## src/rtl/glue_pkg.sv

```systemverilog
package glue_pkg;
  localparam int HI_W   = 3;
  localparam int OFS_W  = 8;
  localparam int SEL_W  = 2;
  localparam logic [HI_W-1:0] CODE_ROM   = 3'b000;
  localparam logic [HI_W-1:0] CODE_RAM   = 3'b001;
  localparam logic [HI_W-1:0] CODE_REGS  = 3'b010;
  localparam logic [HI_W-1:0] CODE_SPARE = 3'b110;
  localparam logic [HI_W-1:0] CODE_IACK  = 3'b111;
  localparam logic [OFS_W-1:0] BOOT_CLR_OFS = 8'hFF;
endpackage

```

## src/rtl/glue_rst_sync.sv

```systemverilog
module glue_rst_sync #(
  parameter int STAGES = 2
) (
  input  logic clk,
  input  logic rst_n,
  output logic rst_q_n
);
  logic [STAGES-1:0] sync_q;
  logic [STAGES-1:0] sync_d;

  always_comb sync_d = {sync_q[STAGES-2:0], 1'b1};

  always_ff @(posedge clk or negedge rst_n) begin
    if (!rst_n) sync_q <= '0;
    else        sync_q <= sync_d;
  end

  assign rst_q_n = sync_q[STAGES-1];
endmodule

```

## src/rtl/glue_wait.sv

```systemverilog
module glue_wait
  import glue_pkg::*;
#(
  parameter int WSEL_W = SEL_W
) (
  input  logic              clk,
  input  logic              rst_q_n,
  input  logic              as_n,
  input  logic [WSEL_W-1:0] wait_sel,
  input  logic              boot_clr,
  output logic              wait_done,
  output logic              boot
);
  localparam int NSEL     = 1 << WSEL_W;
  localparam int MAX_WAIT = 1 << (NSEL - 1);
  localparam int CW       = $clog2(MAX_WAIT + 1);

  logic [CW-1:0] thr [NSEL];
  logic [CW-1:0] cnt_q, cnt_d;
  logic          boot_q, boot_d;

  for (genvar i = 0; i < NSEL; i++) begin : g_thr
    assign thr[i] = CW'(1 << i);
  end

  always_comb begin
    if (as_n)                          cnt_d = '0;
    else if (cnt_q == CW'(MAX_WAIT))   cnt_d = cnt_q;
    else                               cnt_d = cnt_q + 1'b1;
    boot_d = boot_q & ~boot_clr;
  end

  always_ff @(posedge clk or negedge rst_q_n) begin
    if (!rst_q_n) begin
      cnt_q  <= '0;
      boot_q <= 1'b1;
    end else begin
      cnt_q  <= cnt_d;
      boot_q <= boot_d;
    end
  end

  assign wait_done = (cnt_q >= thr[wait_sel]);
  assign boot      = boot_q;
endmodule

```

## src/rtl/glue_decode.sv

```systemverilog
module glue_decode
  import glue_pkg::*;
(
  input  logic            mode_b,
  input  logic            boot,
  input  logic            rst_n,
  input  logic            as_n,
  input  logic            rw,
  input  logic [HI_W-1:0] addr_hi,
  input  logic            periph_cs_in_n,
  input  logic            ram_sel_in_n,
  input  logic            wait_done,
  output logic            dtack_n,
  output logic            vpa_n,
  output logic            rom_cs_n,
  output logic            ram_cs_n,
  output logic            spare_cs_n,
  output logic            oe_n,
  output logic            reg_rd,
  output logic            reg_wr
);
  logic strb, regs_sel, hit_rom, hit_ram;

  always_comb begin
    strb     = ~as_n;
    regs_sel = mode_b ? (addr_hi == CODE_REGS) : ~periph_cs_in_n;
    hit_rom  = (addr_hi == CODE_ROM) | (boot & (addr_hi == CODE_RAM));
    hit_ram  = (addr_hi == CODE_RAM) & ~boot;

    dtack_n = 1'b1;
    vpa_n   = 1'b1;
    if (mode_b && strb) begin
      if (addr_hi == CODE_IACK)       vpa_n   = 1'b0;
      else if (addr_hi == CODE_SPARE) dtack_n = ~wait_done;
      else                            dtack_n = 1'b0;
    end

    rom_cs_n   = ~(mode_b & strb & hit_rom);
    if (mode_b) ram_cs_n = ~(rst_n & strb & hit_ram);
    else        ram_cs_n = ram_sel_in_n | ~rst_n;
    spare_cs_n = ~(strb & (addr_hi == CODE_SPARE));
    oe_n       = ~(strb & rw);
    reg_rd     = strb & regs_sel & rw;
    reg_wr     = strb & regs_sel & ~rw;
  end
endmodule

```

## src/rtl/bus_glue.sv

```systemverilog
module bus_glue
  import glue_pkg::*;
(
  input  logic             clk,
  input  logic             rst_n,
  input  logic             mode_strap,
  input  logic             as_n,
  input  logic             rw,
  input  logic [HI_W-1:0]  addr_hi,
  input  logic [OFS_W-1:0] addr_lo,
  input  logic             periph_cs_in_n,
  input  logic             ram_sel_in_n,
  input  logic [SEL_W-1:0] wait_sel,
  output logic             dtack_n,
  output logic             vpa_n,
  output logic             rom_cs_n,
  output logic             ram_cs_n,
  output logic             spare_cs_n,
  output logic             oe_n,
  output logic             reg_rd,
  output logic             reg_wr,
  output logic [OFS_W-1:0] reg_addr
);
  logic rst_q_n, mode_q, mode_d, wait_done, boot, boot_clr;

  glue_rst_sync #(.STAGES(2)) u_rst (
    .clk(clk), .rst_n(rst_n), .rst_q_n(rst_q_n)
  );

  // strap is captured every edge while the synchronized reset is active
  always_comb mode_d = rst_q_n ? mode_q : mode_strap;

  always_ff @(posedge clk) begin
    mode_q <= mode_d;
  end

  assign boot_clr = reg_wr & (addr_lo == BOOT_CLR_OFS);

  glue_wait #(.WSEL_W(SEL_W)) u_wait (
    .clk(clk), .rst_q_n(rst_q_n), .as_n(as_n), .wait_sel(wait_sel),
    .boot_clr(boot_clr), .wait_done(wait_done), .boot(boot)
  );

  glue_decode u_dec (
    .mode_b(mode_q), .boot(boot), .rst_n(rst_n), .as_n(as_n), .rw(rw),
    .addr_hi(addr_hi), .periph_cs_in_n(periph_cs_in_n),
    .ram_sel_in_n(ram_sel_in_n), .wait_done(wait_done),
    .dtack_n(dtack_n), .vpa_n(vpa_n), .rom_cs_n(rom_cs_n),
    .ram_cs_n(ram_cs_n), .spare_cs_n(spare_cs_n), .oe_n(oe_n),
    .reg_rd(reg_rd), .reg_wr(reg_wr)
  );

  assign reg_addr = addr_lo;
endmodule

```

## config.mk

```make
export PLATFORM = sky130hd
export DESIGN_NAME = bus_glue
export DESIGN_NICKNAME = d
export VERILOG_FILES = /design/src/rtl/glue_pkg.sv /design/src/rtl/glue_rst_sync.sv /design/src/rtl/glue_wait.sv /design/src/rtl/glue_decode.sv /design/src/rtl/bus_glue.sv
export SDC_FILE = /design/constraint.sdc
export NUM_CORES = 1
export LEC_CHECK = 0
export BUFFER_PORTS_ARGS = -buffer_cell sky130_fd_sc_hd__buf_2
export CAP_MARGIN = 20
export CORE_UTILIZATION = 40
export CTS_CLUSTER_SIZE = 16
export DETAILED_ROUTE_END_ITERATION = 10
export GPL_ROUTABILITY_DRIVEN = 0
export HOLD_SLACK_MARGIN = 0.06
export PLACE_DENSITY = 0.83
export SLEW_MARGIN = 20
export SYNTH_ARGS = -nofsm -noshare
export SYNTH_HDL_FRONTEND = slang
export SYNTH_SLANG_ARGS = --single-unit
```

## constraint.sdc

```tcl
create_clock -name clk -period 2.3 [get_ports clk]
set_clock_uncertainty 0.05 [all_clocks]
set_input_delay 0.46 -clock clk [delete_from_list [all_inputs] [get_ports clk]]
set_output_delay 0.46 -clock clk [all_outputs]
set_load 0.005 [all_outputs]
```

After elaboration in Yosys (flattened, before gate mapping):

Index checks and enable logic that the tools add are counted.
Widths: inputs -> output; s select.

* flip-flop bits (word level): 8
* input port bits: 20
* logic and storage cells: 55
* RAM bits: 0
* memories kept: 0
* output and inout bits: 16
* memory bits (read-only): 0
* latch bits: 0

* shifts and indexed selects: 0
* equal/unequal tests: 7
* add/subtract/negate cells: 1
* $mul: 0
* muxes and demuxes: 12
* div/mod/pow operators: 0
* bitwise operators: 27
* magnitude comparators: 2
* reductions and logical operators: 2

Operators with widths (count)
* $mux 4: 4
* $and 1x1->1: 13
* $not 1->1: 11
* $bmux 4 s2: 1
* $eq 8x8->1 const B: 1
* $mux 1: 7
* $eq 3x3->1 const B: 2
* $add 4x1->4 const B: 1
* $eq 4x4->1 const B: 1
* $ge 4x4->1: 1
* $eq 3x1->1 const B: 1
* $eq 3x2->1 const B: 1
* $ge 3x3->1 const B: 1
* $logic_not 3->1: 1
* $not 2->3: 1
* $ne 2x2->1 const B: 1
* $or 1x1->1: 2
* $logic_and 1x1->1: 1

Depth between registers and ports, before layout:

* word-level depth: 9
* mapped depth: 6
* gate-level depth less buffers: 6

Hierarchy:

From an unflattened synthesis, not the netlist that was laid out.

* cell total of the unflattened synthesis: 69
* area total of the unflattened synthesis: 655.6 um^2

By module, submodules not included
* glue_wait: sequential area each 126.4 um^2, instances 1, cells each 35, area an instance 364.1 um^2
* bus_glue: sequential area each 30.0 um^2, instances 1, cells each 14, area an instance 118.9 um^2
* glue_decode: sequential area each 0.0 um^2, instances 1, cells each 17, area an instance 118.9 um^2
* glue_rst_sync: sequential area each 50.0 um^2, instances 1, cells each 3, area an instance 53.8 um^2

Least setup slack after synthesis:

No wires, ideal clock.

* path type: input to output
* start: input port wait_sel[0]
* end: output port dtack_n
* required time: 1.790 ns
* buffers on the path: 0
* setup slack: 0.563 ns
* stages: 6
* data arrival time: 1.227 ns
* cell sequence: nor2_1 -> ha_1 -> nand2b_1 -> a21oi_1 -> o2111ai_1 -> nand3_1

* cells in the longest elaborated chain, start to end: 9

RTL lines
* start: declaration: RTL line bus_glue.sv:13 `input logic [SEL_W-1:0] wait_sel,`
* $not 2->3 (not written as such): RTL line glue_wait.sv:43 `assign wait_done = (cnt_q >= thr[wait_sel]);`
* $bmux 4 s2: RTL line glue_wait.sv:43
* $mux 4 (not written as such) (2 in series): RTL line glue_wait.sv:43
* $ge 4x4->1: RTL line glue_wait.sv:43
* $not 1->1: RTL line glue_decode.sv:34 `else if (addr_hi == CODE_SPARE) dtack_n = ~wait_done;`
* $mux 1: RTL line glue_decode.sv:34
* $mux 1: RTL line glue_decode.sv:33 `if (addr_hi == CODE_IACK) vpa_n = 1'b0;`
* $mux 1: RTL line glue_decode.sv:32 `if (mode_b && strb) begin`
* end: declaration: RTL line bus_glue.sv:14 `output logic dtack_n,`

No other way between the ends. The select of a mux whose other input is x is not followed.

Final worst setup path:

* start: register u_wait.cnt_q[0]
* end: output port dtack_n

* cells in the longest elaborated chain, start to end: 5

RTL lines
* start: declaration: RTL line glue_wait.sv:19 `logic [CW-1:0] cnt_q, cnt_d;`
* start signal: assignment: RTL line glue_wait.sv:38 `cnt_q <= cnt_d;`
* $ge 4x4->1: RTL line glue_wait.sv:43
* $not 1->1: RTL line glue_decode.sv:34
* $mux 1: RTL line glue_decode.sv:34
* $mux 1: RTL line glue_decode.sv:33
* $mux 1: RTL line glue_decode.sv:32

No other way between the ends.

==> summary.txt <==
Setup path
  • Worst r2r path cells: 6
  • Setup Crit Path Kind: register to output pin
  • Buf/Inv on CP: 2
  • Arr. time, crit path: 1.62 ns
  • Top cell family by delay on the critical path: flip-flops
  • FF-to-FF Start: u_wait.cnt_q[0]$_DFFE_PN0P_
  • Nature of the critical path endpoint: output pin
  • Reg-to-reg endpoint: u_wait.cnt_q[1]$_DFFE_PN0P_
  • CP max-delay cell: dfrtp_1
  • Worst-path cell chain: inv_1 -> ha_1 -> nand2b_1 -> a21oi_1 -> o2111ai_1 -> nand3_1 -> buf_2
  • Max FO, Critical Path: 4
  • Reg-to-reg slack, setup: 0.93 ns
  • Startpoint type of the worst setup path: register
  • Required time of the worst setup path: 1.79 ns
  • Slowest Stage Delay on Critical Path: 0.41 ns

Routing
  • Drt first pass iters: 4
  • Drt wl/cell: 10.70 um
  • Via count: 557
  • Vias per cell: 4.720
  • Post-Route WL: 1263 um
  • # DRC: 0
  • Antenna viol nets, final: 0
  • DR iter-0 viols: 6

Cells and area
  • Ant. Diodes: 0
  • Area occupied by multi-input gates: 330.3 um2
  • # nets final: 130
  • Final Core Density: 57.97%
  • Area grow syn2layout: 29.45%
  • Fin cells: 118
  • Filler cells: 141
  • Storage element area: 206.4 um2
  • Share of layout cells above drive strength 1: 40.78%

Timing
  • Setup_tns: 0 ns
  • Hold slack final: 0.1671 ns
  • Setup-failing EPs final: 0
  • RSZ-0062 raised after global routing: false
  • Final worst path period need: 2.126 ns
  • Hold Violations, Final: 0
  • Final Max Slew Viols: 0
  • Crit share post-route: 92.45%
  • Maximum clock frequency: 470.3 MHz

Power
  • Sw Ratio: 27.47%
  • Sequential share of power: 44.8%
  • Net Switching: 0.09806 mW
  • Comb power frac: 22.7%
  • Clock Power Share: 32.5%
  • PD cells: 450.8 mW/mm2
  • Pwr Total: 0.3570 mW
  • Leakage: 0.4001 nW
  • Peak VDD IR: 361.2 uV
  • Internal power: 0.2590 mW

Synthesis
  • FF+latch count, synth: 8
  • Synthesized net count: 96
  • Yosys cell types: 26
  • Ys Warns: 0
  • EDFF count, synth: 1
  • Ys flop type: dfrtp_1
  • Register area share after synthesis: 33.74%
  • Xor and xnor area share after synthesis: 2.863%
  • Synth Area in Adders: 12.27%
  • Ranking of synthesized cells by area: dfrtp_1, ha_1, buf_4
  • Mapped Area: 611.8 um2
  • Simple-gate portion of the synthesized area: 29.24%
  • Top cells by count, synth: nor2_1, buf_4, nand2b_1
  • Largest area contributor in the netlist: dfrtp_1
  • Post-synthesis compound-gate area fraction: 7.362%
  • Synth Instances: 70
  • Syn Area/Cell: 8.741 um2
  • Async SR Flop Fraction: 87.50%
  • Mux share of post-synthesis cell area: 1.636%
  • Largest family of logic cells by synthesized area: simple AND/OR/NAND/NOR gates
  • Count leader, synth: nor2_1
  • Area share of the largest cell type after synthesis: 24.54%

Global routing
  • GRT overflow: 0
  • Initial antenna violation count: 0
  • Tot GR Track Use: 15.69%
  • Largest net degree at the start of global routing: 9
  • Vias in the first global route: 477
  • First-pass GRT wire length: 1731 um

Floorplanning
  • Std-Cell Rows: 13
  • Die Span Y: 41.11 um
  • Die width: 41.11 um
  • Initial Utilization: 44.78%
  • Core area: 0.001366 mm2
  • Total die area: 0.001690 mm2
  • Io pins: 36

Clocking
  • Post_cts resized: 0
  • CTS tree: yes
  • # clock sinks: 8
  • Clk_lat worst skew: 0.25 ns
  • H-tree depth: 1
  • Maximum clock path buffer count: 2
  • Clock root cell: clkbuf_4
  • Worst-path clk slew: 0.06 ns
  • CTS Buf Count: 3

Hold path
  • Hold Crit Class: register to async pin

Job
  • Max Cap Viol: 0

Outcome
  • Status: finished, final reports clean

Place
  • DP Wirelength: 1036 um
  • Port Buf Inserts: 35
  • Dpl cells: 112
power groups by stage:
| stage | Sequential (mW) | Combinational [mW] | Clock [mW] |
|---|---|---|---|
| global route | 0.161 | 0.0913 | 0.126 |
| CTS | 0.159 | 0.0817 | 0.120 |
| floorplan | 0.160 | 0.0459 | 0 |
| detailed placement | 0.163 | 0.0776 | 0 |
| finish | 0.160 | 0.0809 | 0.116 |
| global placement | 0.163 | 0.0743 | 0 |
layer usage:
metal  global-route usage [%]  share of wire (%)  wire (um)
met2                    29.69                 52        654
met1                    16.11                 44        560
met4                    7.258               0.40          5
met3                    3.261                3.3         42
met5                        0                  0          0
layout make-up:
cell class                      count  area share (%)
Clock buffer                        4           3.318
Inverter                            4           1.896
Multi-Input combinational cell     50           41.71
Sequential cell                     8           26.07
Tap cell                           15           2.370
Timing Repair Buffer               37           24.64
what timing repair did:
item                                   in CTS  in global routing
hold buffers                                2                  0
endpoints found under the hold margin       6                  0
setup buffers                               0                  0
layout by cell type (no fill, tap or decap):
cell type,instances
ha_1,6
dlygate4sd3_1,2
xor2_1,1
nand3b_1,1
nor2_1,9
buf_2,35
conb_1,1
dfrtp_1,6
mux2i_1,1
nor3_2,1
o21ai_1,1
clkbuf_1,1
a21oi_1,3
nand4_1,3
inv_1,4
nor3_1,1
a21oi_2,1
nand3_1,4
or2_1,1
dfstp_2,1
xnor2_1,1
nor4_1,1
clkbuf_4,3
edfxtp_1,1
o2111ai_1,1
nand2b_1,7
a21boi_1,1
nand2_1,4
nor3b_2,1
worst max path at each step:
stage,from,end,slack [ns],depth (start not counted)
after floorplan,wait_sel[0],dtack_n,0.56,6
after global placement,wait_sel[0],dtack_n,0.32,8
after detailed placement,wait_sel[0],dtack_n,0.30,8
after CTS,u_wait.cnt_q[0]$_DFFE_PN0P_,dtack_n,0.17,7
after global routing,u_wait.cnt_q[0]$_DFFE_PN0P_,dtack_n,0.05,7
final,u_wait.cnt_q[0]$_DFFE_PN0P_,dtack_n,0.17,7
stage by stage:
stage / setup WS (ns) / cell area [um2]
detailed placement: 0.3002 / 745.7
CTS: 0.1711 / 792.0
finish: 0.1737 / 792.0
global route: 0.04811 / 792.0
floorplan: 0.5634 / 611.8
global placement: 0.3195 / 745.7
flip-flops by register name (all words and copies together), names as in the netlist:
signal,cells
u_rst.sync_q,2
mode_q,1
u_wait.boot,1
u_wait.cnt_q,4
cell families after synthesis:
family                   Yosys count
XOR/XNOR                           2
AND/OR/NAND/NOR                   33
AO/OA/AOI/OAI                      7
flip-flops                         8
buffers and inverters             12
other                              1
multiplexers                       1
adder cells (fa/ha/maj)            6
Note: power is estimated with default switching activity, not from simulation.
